[src/rtl/adc_tpg_pkg.sv]
package adc_tpg_pkg;
  localparam int unsigned WORD_W = 14;
  localparam int unsigned NARROW_SHIFT = 2;
  localparam logic [WORD_W-1:0] DESKEW_WORD = 14'h1555;
  localparam logic [WORD_W-1:0] SYNC_WORD   = 14'h1F80;
  localparam logic [WORD_W-1:0] FS_WIDE     = 14'h3FFF;
  localparam logic [WORD_W-1:0] FS_NARROW   = 14'h0FFF;

  typedef logic [WORD_W-1:0] word_t;

  typedef enum logic [2:0] {
    SRC_LIVE,
    SRC_RAMP,
    SRC_DUAL,
    SRC_SINGLE,
    SRC_DESKEW,
    SRC_SYNC
  } src_e;

  // 12-bit mode keeps the upper bits, right-justified
  function automatic word_t fit_word(word_t w, logic res12);
    return res12 ? (w >> NARROW_SHIFT) : w;
  endfunction
endpackage

[src/rtl/adc_tpg_prio.sv]
module adc_tpg_prio
  import adc_tpg_pkg::*;
(
  input  logic ramp_en_i,
  input  logic dual_en_i,
  input  logic single_en_i,
  input  logic deskew_en_i,
  input  logic sync_en_i,
  output src_e src_o
);
  always_comb begin
    if (ramp_en_i)        src_o = SRC_RAMP;
    else if (dual_en_i)   src_o = SRC_DUAL;
    else if (single_en_i) src_o = SRC_SINGLE;
    else if (deskew_en_i) src_o = SRC_DESKEW;
    else if (sync_en_i)   src_o = SRC_SYNC;
    else                  src_o = SRC_LIVE;
  end
endmodule

[src/rtl/adc_tpg_ramp.sv]
module adc_tpg_ramp
  import adc_tpg_pkg::*;
(
  input  logic  clk_i,
  input  logic  rst_ni,
  input  logic  en_i,
  input  logic  res12_i,
  output word_t cnt_o
);
  word_t cnt_q;
  word_t fs;

  assign fs    = res12_i ? FS_NARROW : FS_WIDE;
  assign cnt_o = cnt_q;

  always_ff @(posedge clk_i or negedge rst_ni) begin
    if (!rst_ni)          cnt_q <= '0;
    else if (!en_i)       cnt_q <= '0;
    else if (cnt_q >= fs) cnt_q <= '0;
    else                  cnt_q <= cnt_q + 1'b1;
  end
endmodule

[src/rtl/adc_tpg_dual.sv]
module adc_tpg_dual (
  input  logic clk_i,
  input  logic rst_ni,
  input  logic sel_i,
  output logic use_b_o
);
  logic phase_q;

  assign use_b_o = phase_q;

  always_ff @(posedge clk_i or negedge rst_ni) begin
    if (!rst_ni)     phase_q <= 1'b0;
    else if (!sel_i) phase_q <= 1'b0;
    else             phase_q <= ~phase_q;
  end
endmodule

[src/rtl/adc_test_pattern_gen.sv]
module adc_test_pattern_gen
  import adc_tpg_pkg::*;
#(
  parameter int unsigned NUM_CH = 8,
  localparam int unsigned BUS_W = NUM_CH * WORD_W
) (
  input  logic                    clk_i,
  input  logic                    rst_ni,
  input  logic                    res12_i,
  input  logic                    lsb_first_i,
  input  logic                    ramp_en_i,
  input  logic                    dual_en_i,
  input  logic                    single_en_i,
  input  logic                    deskew_en_i,
  input  logic                    sync_en_i,
  input  logic [WORD_W-1:0]       code_a_i,
  input  logic [WORD_W-1:0]       code_b_i,
  input  logic [BUS_W-1:0]        sample_i,
  output logic [BUS_W-1:0]        data_o,
  output logic                    lsb_first_o
);
  src_e  src;
  word_t ramp_cnt;
  logic  use_b;
  word_t pat_word;

  adc_tpg_prio u_prio (
    .ramp_en_i   (ramp_en_i),
    .dual_en_i   (dual_en_i),
    .single_en_i (single_en_i),
    .deskew_en_i (deskew_en_i),
    .sync_en_i   (sync_en_i),
    .src_o       (src)
  );

  adc_tpg_ramp u_ramp (
    .clk_i   (clk_i),
    .rst_ni  (rst_ni),
    .en_i    (src == SRC_RAMP),
    .res12_i (res12_i),
    .cnt_o   (ramp_cnt)
  );

  adc_tpg_dual u_dual (
    .clk_i   (clk_i),
    .rst_ni  (rst_ni),
    .sel_i   (src == SRC_DUAL),
    .use_b_o (use_b)
  );

  always_comb begin
    unique case (src)
      SRC_RAMP:   pat_word = res12_i ? (ramp_cnt & FS_NARROW) : ramp_cnt;
      SRC_DUAL:   pat_word = fit_word(use_b ? code_b_i : code_a_i, res12_i);
      SRC_SINGLE: pat_word = fit_word(code_a_i, res12_i);
      SRC_DESKEW: pat_word = fit_word(DESKEW_WORD, res12_i);
      SRC_SYNC:   pat_word = fit_word(SYNC_WORD, res12_i);
      default:    pat_word = '0;
    endcase
  end

  for (genvar c = 0; c < NUM_CH; c++) begin : g_ch
    word_t word_d, word_q;
    assign word_d = (src == SRC_LIVE) ? fit_word(sample_i[c*WORD_W +: WORD_W], res12_i)
                                      : pat_word;
    always_ff @(posedge clk_i or negedge rst_ni) begin
      if (!rst_ni) word_q <= '0;
      else         word_q <= word_d;
    end
    assign data_o[c*WORD_W +: WORD_W] = word_q;
  end

  always_ff @(posedge clk_i or negedge rst_ni) begin
    if (!rst_ni) lsb_first_o <= 1'b0;
    else         lsb_first_o <= lsb_first_i;
  end
endmodule

[config.mk]
export PLATFORM = sky130hd
export DESIGN_NAME = adc_test_pattern_gen
export DESIGN_NICKNAME = d
export VERILOG_FILES = /design/src/rtl/adc_tpg_pkg.sv /design/src/rtl/adc_tpg_prio.sv /design/src/rtl/adc_tpg_ramp.sv /design/src/rtl/adc_tpg_dual.sv /design/src/rtl/adc_test_pattern_gen.sv
export SDC_FILE = /design/constraint.sdc
export NUM_CORES = 1
export LEC_CHECK = 0
export BUFFER_PORTS_ARGS = -buffer_cell sky130_fd_sc_hd__buf_2
export CELL_PAD_IN_SITES_DETAIL_PLACEMENT = 0
export CELL_PAD_IN_SITES_GLOBAL_PLACEMENT = 1
export CORE_ASPECT_RATIO = 0.5
export CORE_MARGIN = 1.5
export CORE_UTILIZATION = 37
export DETAILED_ROUTE_END_ITERATION = 6
export PLACE_DENSITY = 0.82
export SLEW_MARGIN = 10
export SYNTH_ARGS = -nofsm -noshare
export SYNTH_HDL_FRONTEND = slang
export SYNTH_HIERARCHICAL = 1
export SYNTH_SLANG_ARGS = --single-unit
[constraint.sdc]
create_clock -name clk_i -period 2.4 [get_ports clk_i]
set_clock_uncertainty 0.1 [all_clocks]
set_input_delay 0.48 -clock clk_i [delete_from_list [all_inputs] [get_ports clk_i]]
set_output_delay 0.48 -clock clk_i [all_outputs]
set_load 0.01 [all_outputs]
# After elaboration in Yosys (flattened, before gate mapping)
# Cells that the tools add are included.
word_totals:
  ff_bits: 128
  inputBits: 149
  word_cells: 52
op_classes:
  addsub: 1
  magnitude_cmp: 1
  n_eq_ne: 5
  n_mux: 32
  bitwise: 1
  reduce_logical: 1
op_table:
  columns: ["op", "count"]
  rows:
  - ["2-to-1 mux 14 bit", 23]
  - ["one-hot mux 14 bit (5 select lines)", 1]
  - ["2-to-1 mux 13 bit", 2]
  - ["2-to-1 mux 3 bit", 5]
  - ["adder 14 x 1 -> 14 bit, second input constant", 1]
  - ["greater-or-equal comparator 14 bit", 1]
  - ["== test 3 x 2 -> 1 bit, second input constant", 2]
  - ["== test 3 bit, second input constant", 2]
  - ["== test 3 x 1 -> 1 bit, second input constant", 1]
  - ["logical NOT 3 bit", 1]
  - ["2-to-1 mux 1 bit", 1]
  - ["NOT 1 bit", 1]

# Logic depth before layout (Yosys ltp)
# Gate-level depths: netlist (run 1).
logic_depth:
  ltp_word: 8
  ltp_mapped: 10
  mapped_depth_nobuf: 7

# Hierarchy
# Netlist (run 1), hierarchy kept.
modules_own_cells:
  columns: ["mod", "instances", "cells_per_inst", "area_each_um2", "seq_area_each_um2"]
  rows:
  - ["adc_test_pattern_gen", 1, 517, 5748.0, 2827.7]
  - ["adc_tpg_ramp", 1, 68, 706.9, 350.3]
  - ["adc_tpg_dual", 1, 2, 38.8, 25.0]
  - ["adc_tpg_prio", 1, 7, 37.5, 0.0]

# Worst setup path after synthesis (run 1)
# Ideal clock, no wire load.
synth_path:
  path_type: "input-to-reg"
  start: "input sync_en_i"
  end: "register g_ch[0].word_q[11]"
  arrival_ns: 2.016
  required_ns: 2.147
  slack_ns: 0.130
  path_stages: 8
  n_path_buf: 2
  cell_sequence: "nor3b_1 > a211o_1 > buf_4 > nor2b_4 > buf_6 > mux2_4 > a32oi_4 > o211ai_1"
synth_via:
  elab_chain_len: 8
  word_cells_on_any_way: 13
synth_lines:
  columns: ["element", "line_no", "text"]
  rows:
  - ["start, declared", "adc_test_pattern_gen.sv:15", "input logic sync_en_i,"]
  - ["2-to-1 mux 3 bit (*)", "adc_tpg_prio.sv:16", "else if (sync_en_i) src_o = SRC_SYNC;"]
  - ["2-to-1 mux 3 bit (*)", "adc_tpg_prio.sv:15", "else if (deskew_en_i) src_o = SRC_DESKEW;"]
  - ["2-to-1 mux 3 bit (*)", "adc_tpg_prio.sv:14", "else if (single_en_i) src_o = SRC_SINGLE;"]
  - ["2-to-1 mux 3 bit (*)", "adc_tpg_prio.sv:13", "else if (dual_en_i) src_o = SRC_DUAL;"]
  - ["2-to-1 mux 3 bit (*)", "adc_tpg_prio.sv:12", "if (ramp_en_i) src_o = SRC_RAMP;"]
  - ["named net src[0]", "adc_test_pattern_gen.sv:22", "src_e src;"]
  - ["== test 3 bit, or another cell as far along", "adc_test_pattern_gen.sv:52", "unique case (src)"]
  - ["one-hot mux 14 bit (5 select lines)", "adc_test_pattern_gen.sv:52", null]
  - ["2-to-1 mux 14 bit (*)", "adc_test_pattern_gen.sv:64", "assign word_d = (src == SRC_LIVE) ? fit_word(sample_i[c*WORD_W +: WORD_W], res12_i)"]
  - ["named net g_ch[0].word_d[11]", "adc_test_pattern_gen.sv:63", "word_t word_d, word_q;"]
  - ["end signal, assigned", "adc_test_pattern_gen.sv:68", "else word_q <= word_d;"]
  - ["end, declared", "adc_test_pattern_gen.sv:63", null]
# Mark *: on every way through the listed nets, which the timed path passes. The rest lies on a longest branch.

# Worst setup path after layout (run 1)
layout_path:
  start: "input sync_en_i"
  end: "register g_ch[7].word_q[12]"
layout_via:
  elab_chain_len: 8
  word_cells_on_any_way: 13
layout_lines:
  columns: ["element", "line_no"]
  rows:
  - ["2-to-1 mux 3 bit (*)", "adc_tpg_prio.sv:16"]
  - ["2-to-1 mux 3 bit (*)", "adc_tpg_prio.sv:15"]
  - ["2-to-1 mux 3 bit (*)", "adc_tpg_prio.sv:14"]
  - ["2-to-1 mux 3 bit (*)", "adc_tpg_prio.sv:13"]
  - ["2-to-1 mux 3 bit (*)", "adc_tpg_prio.sv:12"]
  - ["named net src[0]", "adc_test_pattern_gen.sv:22"]
  - ["== test 3 bit, or another cell as far along", "adc_test_pattern_gen.sv:52"]
  - ["one-hot mux 14 bit (5 select lines)", "adc_test_pattern_gen.sv:52"]
  - ["2-to-1 mux 14 bit (*)", "adc_test_pattern_gen.sv:64"]
  - ["named net g_ch[7].word_d[12]", "adc_test_pattern_gen.sv:63"]
  - ["end signal, assigned", "adc_test_pattern_gen.sv:68"]
  - ["end, declared", "adc_test_pattern_gen.sv:63"]
# Marked as above.

==> results.toml, run 1 <==
[worst_setup_path]
worstPathRequired_ps = 2580
max_stage_delay_ps = 350
cp_num_buf_inv = 2
crit_family = "compound AO/OA/AOI/OAI gates"
path_max_fanout = 8
arrival_ps = 2240
crit_start = "sync_en_i"
cp_cell_sequence = "buf_2, nor3b_1, a211o_1, nor2b_4, buf_4, mux2_2, a21oi_2, o21ai_0"
crit_path_start_kind = "primary input"
crit_path_top_delay_cell = "mux2_2"
reg2reg_from = "u_dual/use_b_o$_DFF_PN0_"
crit_type = "primary input to register"
cp-end-kind = "register"

[clock_network]
clkLatencyLatePin_ps = 410
clock-sinks = 128
cts_tree = "done"
post_cts_buffers = 0
cts_resized = 0
clock-root-buffer = "clkbuf_16"
clk_pin_slew_ps = 60
cts_buffers = 17
htreeDepth = 4
cts_hold_buf = 1
clockBufferDepth = 2

[pwr]
ir_drop_v = 0.000445
p_leak_nw = 4.59
power_density_nw_per_um2 = 707

[min_path]
hold_start = "lsb_first_i"
hp-class = "primary input to register"

[run_status]
outcome = "finished, final reports clean"

[timing]
drv_slew = 0
hold_viol = 0
post-route-min-period_ps = 2060
fin_ws_ps = 335
setup_tns_ps = 0
worst_hold_slack_ps = 75.1
finalSetupViolCount = 0
worst_pin_slew_ps = 654
finalCritPeriodShare_pct = 86.0
slew-limit-headroom_pct = 56.2
rsz0062_at_grt = "false"
max_freq_mhz = 484

[synth]
ys_top_cells_by_area = "dfrtp_1 (49%), mux2i_1 (10%), mux2_2 (7.4%)"
synth-edff-count = 0
synth_top_area_share_pct = 49.0
synthFlopType = "dfrtp_1"
ys_seq_elements = 128
synthesis.area_sq_um = 6530
synth.most_common_cell = "dfrtp_1"
synthArstFlopShare_pct = 100
ys_top_cells_by_count = "dfrtp_1 (128), mux2i_1 (66), a21oi_1 (48)"
synth_cell_types = 51
synth_area_per_cell_sq_um = 11.0
synth_top_cell_by_area = "dfrtp_1"
syn_nets = 746
ys_seq_area_share_pct = 49.0
syn-instance-count = 594
ys_warn_count = 6

[drt]
drt_iter0_drc = 321
route.detailed.drc = 0
postRouteAntennaNets = 0
vias = 5798
dr.pass1.iters = 5
routedWlPerCell_um = 18.4
viasPerCell = 5.16
wl_mm = 20.7

[floorplan]
dieHeight_um = 96.9
start_util_pct = 37.7
std_cell_rows = 34
die_area_sq_um = 18500
pin_count = 262
core_sq_um = 17300
die_x_um = 191

[global_routing]
grt_pass1_wl_mm = 31.8
grt_overflow = 0
grt_max_degree = 56
globalRouteTotalUtil_pct = 22.2
antenna_found_initial = 2
grt_pass1_vias = 5754

[layout]
drive_gt1_share_pct = 45.0
multi_input_area_sq_um = 3100
seq_area_sq_um = 3200
fillers = 1599
nets = 1027
post-route-util_pct = 52.1
stdcell_count = 1123
area_growth_syn_to_layout_pct = 38.0

[place]
io_buffers = 261
dpl_worst_slack_ps = -45.1
place_congestion = 0.842
dp.final_hpwl_mm = 15.6
dp.cells = 1089

[run]
max_cap_violations = 0
kinds of logic (layout without fill, tap and decap cells):
family	after synthesis	after routing	synth area share, %
AND/OR/NAND/NOR	154	154	12.4
buffers and inverters	44	338	3.70
adder cells (fa/ha/maj)	3	3	0.575
XOR/XNOR	11	11	1.48
flip-flops	128	128	49.0
other	0	1	0
AO/OA/AOI/OAI	139	139	13.4
multiplexers	115	115	19.4
routing by layer:
metal  share of wire, %  wire length (um)  track usage [%]  vias up
li1                   -                 -                -     2739
met1                 45              9370             30.6     2808
met2                 47              9750             35.9      231
met3                6.7              1380             4.54       18
met4               0.80               165             5.21        2
met5              0.058                12                0        -
power by group:
part | internal (mW) | switching, mW | leakage, nW | total, mW
Sequential | 2.38 | 0.0782 | 1.66 | 2.46
Clock | 1.65 | 1.03 | 0.298 | 2.68
Combinational | 0.553 | 0.686 | 2.63 | 1.24
Total | 4.58 | 1.79 | 4.59 | 6.38
flip-flops by register name, summed over array words and instances, names as in the netlist:
register,cells
g_ch.word_q,112
u_ramp/cnt_o,14
lsb_first_o,1
u_dual/use_b_o,1
worst reg2reg max path, stage by stage (launching register included):
cell and delay [ps]:
dfrtp_1 500, nor2b_4 290, buf_4 180, mux2_2 350, a21oi_2 300, o21ai_0 150
cell type report:
class	count	area share (%)
Clock buffer	17	4.72
Timing Repair Buffer	301	19.8
Clock inverter	15	2.03
Multi-Input combinational cell	422	34.4
Inverter	5	0.208
Tap cell	234	3.25
Sequential cell	128	35.5
Antenna cell	1	0.0278
placed cells by master, fill, tap and decap left out, types with 3 or more instances in the layout:
master,synthesis,final
buf_12,0,13
a221o_1,3,3
inv_1,4,4
clkbuf_16,0,17
nand2b_1,6,6
xor2_1,8,8
o22ai_1,3,3
nand2_1,38,38
xnor2_1,3,3
nand4_1,12,12
nand3b_1,11,11
inv_6,0,4
nor2_1,23,22
buf_2,19,259
dfrtp_1,128,128
bufinv_16,0,3
mux2_2,43,43
a21oi_1,48,48
o211ai_1,24,24
mux2i_1,66,66
nor2_2,2,3
clkinv_2,0,3
clkinv_4,0,4
mux4_2,4,4
nand3_1,45,45
buf_4,2,26
ha_1,3,3
o21ai_0,47,47
final timing paths:
check,end,slack [ps],cells after the start
worst max-delay path,g_ch[7].word_q[12]$_DFF_PN0_,340,8
min in group asynchronous,lsb_first_o$_DFF_PN0_,530,2
worst min register to register,u_ramp/cnt_o[10]$_DFF_PN0_,470,2
worst min-delay path,lsb_first_o$_DFF_PN0_,80,1
max in group asynchronous,g_ch[3].word_q[13]$_DFF_PN0_,1060,3
worst max register to register,g_ch[7].word_q[12]$_DFF_PN0_,400,5
through the flow:
step           area (sq um)  power (mW)
6_report               9010        6.38
5_1_grt                9010        6.66
4_1_cts                9010        6.44
3_5_place_dp           8390        3.74
3_3_place_gp           8390        3.72
2_1_floorplan          6530        3.10
Power figures use the tool's default switching activity.
==> run 2: changes to the inputs <==
--- a/config.mk
+++ b/config.mk
@@ -10,9 +10,9 @@
 export CELL_PAD_IN_SITES_GLOBAL_PLACEMENT = 1
 export CORE_ASPECT_RATIO = 0.5
 export CORE_MARGIN = 1.5
-export CORE_UTILIZATION = 37
+export CORE_UTILIZATION = 33
 export DETAILED_ROUTE_END_ITERATION = 6
-export PLACE_DENSITY = 0.82
+export PLACE_DENSITY = 0.77
 export SLEW_MARGIN = 10
 export SYNTH_ARGS = -nofsm -noshare
 export SYNTH_HDL_FRONTEND = slang
==> constraint.sdc (replaced) <==
create_clock -name clk_i -period 1.82 [get_ports clk_i]
set_clock_uncertainty 0.1 [all_clocks]
set_input_delay 0.364 -clock clk_i [delete_from_list [all_inputs] [get_ports clk_i]]
set_output_delay 0.364 -clock clk_i [all_outputs]
set_load 0.01 [all_outputs]
==> results.toml, run 2 (same netlist as run 1, synthesis figures left out) <==
[layout]
area_growth_syn_to_layout_pct = 44.9
drive_gt1_share_pct = 49.0
mostFrequentLayoutCell = "buf_2"
fillers = 1806
stdcell_count = 1189
final_cell_mix = "buf_2 (258), dfrtp_1 (127), mux2i_1 (66), buf_4 (51), a21oi_1 (42)"
seq_area_sq_um = 3200
largest_register_ffs = 112
final_cell_area_sq_um = 9460
nets = 1061
post-route-util_pct = 48.7
multi_input_area_sq_um = 3250
largest_register = "g_ch.word_q"

[floorplan]
core_sq_um = 19400
start_util_pct = 33.6
pin_count = 262
die_x_um = 202
dieHeight_um = 102
std_cell_rows = 36
die_area_sq_um = 20700

[timing]
hold_viol = 0
drv_slew = 0
slew-limit-headroom_pct = 73.3
max_freq_mhz = 536
finalCritPeriodShare_pct = 102
finalSetupViolCount = 16
fin_ws_ps = -45.4
post-route-min-period_ps = 1870
rsz0062_at_grt = "true"
worst_pin_slew_ps = 399

[place]
io_buffers = 261
dpl_worst_slack_ps = -506
dp.final_hpwl_mm = 16.4
dp.cells = 1149
place_congestion = 0.833
placed_area_sq_um = 8690

[clock_network]
clock-sinks = 128
cts_tree = "done"
clockBufferDepth = 2
clock-root-buffer = "clkbuf_16"
clkLatencyLatePin_ps = 410
cts_buffers = 17
clk_pin_slew_ps = 60
htreeDepth = 4

[pwr]
p_total_mw = 8.34
p_leak_nw = 4.77
ir_drop_v = 0.000543
power_density_nw_per_um2 = 881

[global_routing]
grt_pass1_vias = 5809
use_met3_pct = 4.15
grt_use_met2_pct = 33.5
grt_max_degree = 37
grt_pass1_wl_mm = 31.9
globalRouteTotalUtil_pct = 20.3
grtUsageMet1_pct = 27.3
grt_busiest_layer = "met2"
antenna_found_initial = 2
grt_overflow = 0

[run_status]
failed_checks = "setup timing"
outcome = "finished, violations left"

[worst_setup_path]
crit_path_start_kind = "primary input"
r2r_setup_slack_ps = 0
worstPathRequired_ps = 1980
reg2reg_from = "u_dual/use_b_o$_DFF_PN0_"
crit_type = "primary input to register"
path_max_fanout = 8
reg2reg_depth = 5
timing.rr.end = "g_ch[7].word_q[11]$_DFF_PN0_"
arrival_ps = 2030
cp-end-kind = "register"

[min_path]
hold_path_end = "g_ch[4].word_q[12]$_DFF_PN0_"
whs_path_depth = 3
hp-class = "primary input to register"
hold_start = "sample_i[68]"

[drt]
viasPerCell = 4.96
dr.pass1.iters = 4
routedWlPerCell_um = 17.9
vias = 5902
wl_mm = 21.3
drt_iter0_drc = 329
postRouteAntennaNets = 0
route.detailed.drc = 0

[run]
max_cap_violations = 0
## run 2: cell types whose count changed in the layout (fill, tap and decap cells not counted), moves of 4 or more
cell        previous run  this run
a21oi_1               48        42
a21oi_2                1         6
buf_4                 26        51
buf_6                  2         9
clkinvlp_4             1         5
nand3_1               45        39
nand3_2                0         5
o21ai_0               47        40
o21ai_1                2         9
## run 2: per-layer routing
layer / vias to the layer above / wire [um]
met1: 2884 / 9940
met5: - / 13
met4: 2 / 270
met2: 169 / 10100
li1: 2820 / -
met3: 27 / 958
## run 2: worst max path at each step
stage,depth (start not counted),slack [ps],end,from
floorplan,8,-220,g_ch[0].word_q[11]$_DFF_PN0_,sync_en_i
global route,8,-110,g_ch[4].word_q[1]$_DFF_PN0_,sync_en_i
finish,8,-50,g_ch[7].word_q[11]$_DFF_PN0_,sync_en_i
CTS,8,-40,g_ch[7].word_q[11]$_DFF_PN0_,sync_en_i
detailed placement,8,-510,g_ch[5].word_q[1]$_DFF_PN0_,sync_en_i
global placement,8,-470,g_ch[3].word_q[8]$_DFF_PN0_,dual_en_i
## run 2: through the flow
step	setup TNS, ps	hold slack [ps]
after floorplan	-14700	-31.6
after global placement	-48650	151
after detailed placement	-49170	157
after CTS	-468	59.2
after global routing	-1690	71.8
final	-447	77.8
## run 2: worst max-delay path: stages
cell and delay (ps):
buf_6 90, nor3b_2 140, a211o_1 310, nor2b_4 200
buf_12 140, mux2_4 320, a32oi_4 310, o211ai_1 160
## run 2: repair_timing
| item | 4_1_cts | 5_1_grt |
|---|---|---|
| setup buffers | 1 | 3 |
| endpoints found under the hold margin | 23 | 0 |
| gates resized for setup | 7 | 24 |
| endpoints found under the setup margin | 74 | 111 |
| pin swaps | 6 | 18 |
| hold buffers | 2 | 0 |
| cloned | 0 | 1 |
## run 2: cell type report
cell class | instances | area share (%)
multi-input cells | 423 | 34.3
flip-flops and latches | 128 | 33.9
repair buffers | 334 | 21.9
clock buffers | 19 | 4.68
well taps | 266 | 3.52
clock inverters | 13 | 1.47
inverters | 5 | 0.198
diodes | 1 | 0.0264
## run 2: power by group
group	leakage (nW)	total [mW]	switching [mW]	internal [mW]
combinational	2.84	1.76	0.960	0.800
sequential	1.66	3.23	0.0925	3.14
clock	0.271	3.34	1.29	2.05
==> run 3: changes to the inputs <==
--- a/config.mk
+++ b/config.mk
@@ -11,6 +11,7 @@
 export CORE_ASPECT_RATIO = 0.5
 export CORE_MARGIN = 1.5
 export CORE_UTILIZATION = 33
+export CTS_CLUSTER_SIZE = 28
 export DETAILED_ROUTE_END_ITERATION = 6
 export PLACE_DENSITY = 0.77
 export SLEW_MARGIN = 10
==> constraint.sdc (replaced) <==
create_clock -name clk_i -period 1.6 [get_ports clk_i]
set_clock_uncertainty 0.1 [all_clocks]
set_input_delay 0.32 -clock clk_i [delete_from_list [all_inputs] [get_ports clk_i]]
set_output_delay 0.32 -clock clk_i [all_outputs]
set_load 0.01 [all_outputs]
==> results.toml, run 3 (same netlist as run 1, synthesis figures left out) <==
[worst_setup_path]
crit_start = "sync_en_i"
reg2reg_depth = 5
endpoint = "g_ch[0].word_q[11]$_DFF_PN0_"
cp_num_buf_inv = 2
path_max_fanout = 8
crit_path_top_delay_cell = "a211o_1"
max_stage_delay_ps = 350
cp.depth = 8
cp_cell_sequence = "buf_6, nor3b_4, a211o_1, nor2b_4, buf_12, mux2_4, a32oi_4, o211ai_1"
arrival_ps = 2010
timing.rr.end = "g_ch[0].word_q[11]$_DFF_PN0_"
r2r_setup_slack_ps = -200
reg2reg_from = "u_dual/use_b_o$_DFF_PN0_"
cp-end-kind = "register"
crit_path_start_kind = "primary input"
crit_type = "primary input to register"
crit_family = "compound AO/OA/AOI/OAI gates"
worstPathRequired_ps = 1770

[global_routing]
grt_pass1_wl_mm = 33.6
globalRouteTotalUtil_pct = 21.2
grt_overflow = 0
grt_pass1_vias = 6085
grt_max_degree = 38
antenna_found_initial = 3

[layout]
stdcell_count = 1206
largest_register = "g_ch.word_q"
final_cell_area_sq_um = 10100
largest_register_ffs = 112
fillers = 1772
nets = 1077
drive_gt1_share_pct = 56.2
mostFrequentLayoutCell = "buf_2"
final_cell_mix = "buf_2 (258), dfrtp_1 (127), mux2i_1 (66), buf_4 (55), a21oi_1 (42)"
area_growth_syn_to_layout_pct = 54.2

[floorplan]
die_x_um = 202
dieHeight_um = 102
core_sq_um = 19400
pin_count = 262
die_area_sq_um = 20700
std_cell_rows = 36
start_util_pct = 33.6

[pwr]
internal_power_mw = 7.33
ir_drop_v = 0.000598
p_clk_share_pct = 41.8
pwr-share-comb_pct = 21.9
power_density_nw_per_um2 = 1010
p_total_mw = 10.1
p_seq_share_pct = 36.3
power_switching_mw = 2.79
sw_frac_of_total_pct = 27.6
p_leak_nw = 5.09

[drt]
dr.pass1.iters = 5
postRouteAntennaNets = 0
route.detailed.drc = 0
vias = 6145
drt_iter0_drc = 261
routedWlPerCell_um = 18.5
viasPerCell = 5.10
wl_mm = 22.3

[timing]
hold_viol = 0
rsz0062_at_grt = "true"
worst_hold_slack_ps = 26.3
finalSetupViolCount = 125
slew-limit-headroom_pct = 71.7
drv_slew = 0
fin_ws_ps = -245
finalCritPeriodShare_pct = 115
max_freq_mhz = 542
setup_tns_ps = -17800
post-route-min-period_ps = 1840
worst_pin_slew_ps = 424

[place]
dp.cells = 1159
dp.final_hpwl_mm = 16.8
place_congestion = 0.844
io_buffers = 261
placed_area_sq_um = 8850

[clock_network]
clock-root-buffer = "clkbuf_16"
clkLatencyLatePin_ps = 410
htreeDepth = 4
cts_buffers = 17
clk_pin_slew_ps = 60
clock-sinks = 128
clockBufferDepth = 2
cts_tree = "done"

[run_status]
failed_checks = "setup timing"
outcome = "finished, violations left"

[run]
max_cap_violations = 0

[min_path]
whs_path_depth = 3
hp-class = "primary input to register"
## run 3: routing by layer
metal	global-route usage [%]	part of all wire, %	vias to the layer above
met5	0	0.045	-
met4	4.71	0.64	2
met3	4.75	5.0	16
met2	35.1	48	172
met1	28.8	46	3098
li1	-	-	2857
## run 3: how the worst min path moves through the flow
stage / start / to / slack (ps)
final: sample_i[27] / g_ch[1].word_q[13]$_DFF_PN0_ / 30
after global routing: sample_i[13] / g_ch[0].word_q[13]$_DFF_PN0_ / 5
after CTS: sample_i[27] / g_ch[1].word_q[13]$_DFF_PN0_ / 10
after detailed placement: rst_ni / lsb_first_o$_DFF_PN0_ / 70
after global placement: rst_ni / lsb_first_o$_DFF_PN0_ / 70
after floorplan: rst_ni / g_ch[0].word_q[0]$_DFF_PN0_ / -80
## run 3: power groups by stage
stage	Sequential (mW)	Clock (mW)	Combinational [mW]
after detailed placement	3.73	0	2.03
after floorplan	3.91	0	0.787
after CTS	3.68	4.31	2.14
after global placement	3.73	0	2.00
after global routing	3.71	4.50	2.40
final	3.68	4.23	2.22
## run 3: worst register-to-register path, stage by stage, from the launching register on
cell      delay [ps]
dfrtp_2          410
nor2b_4          210
buf_12           140
mux2_4           330
a32oi_4          320
o211ai_1         150
## run 3: stage by stage
| stage | utilization (%) | setup WS (ps) |
|---|---|---|
| global placement | 45.6 | -630 |
| CTS | 50.6 | -196 |
| finish | 51.9 | -245 |
| floorplan | - | -397 |
| detailed placement | 45.6 | -668 |
| global route | 51.9 | -264 |
## run 3: layout make-up
cell class,instances,area [sq um],share of cell area (%)
Antenna cell,2,5.00,0.0497
Tap cell,266,333,3.31
Timing Repair Buffer,349,2280,22.6
Sequential cell,128,3200,31.8
Clock inverter,12,180,1.79
Multi-Input combinational cell,424,3580,35.6
Clock buffer,20,467,4.63
Inverter,5,18.8,0.186
## run 3: what timing repair did
| item | 4_1_cts | 5_1_grt |
|---|---|---|
| setup endpoints to repair | 125 | 126 |
| hold buffers | 2 | 0 |
| pin swaps | 27 | 20 |
| gates resized for setup | 77 | 46 |
| endpoints found under the hold margin | 129 | 0 |
| gates cloned | 0 | 2 |
| setup buffers | 6 | 5 |
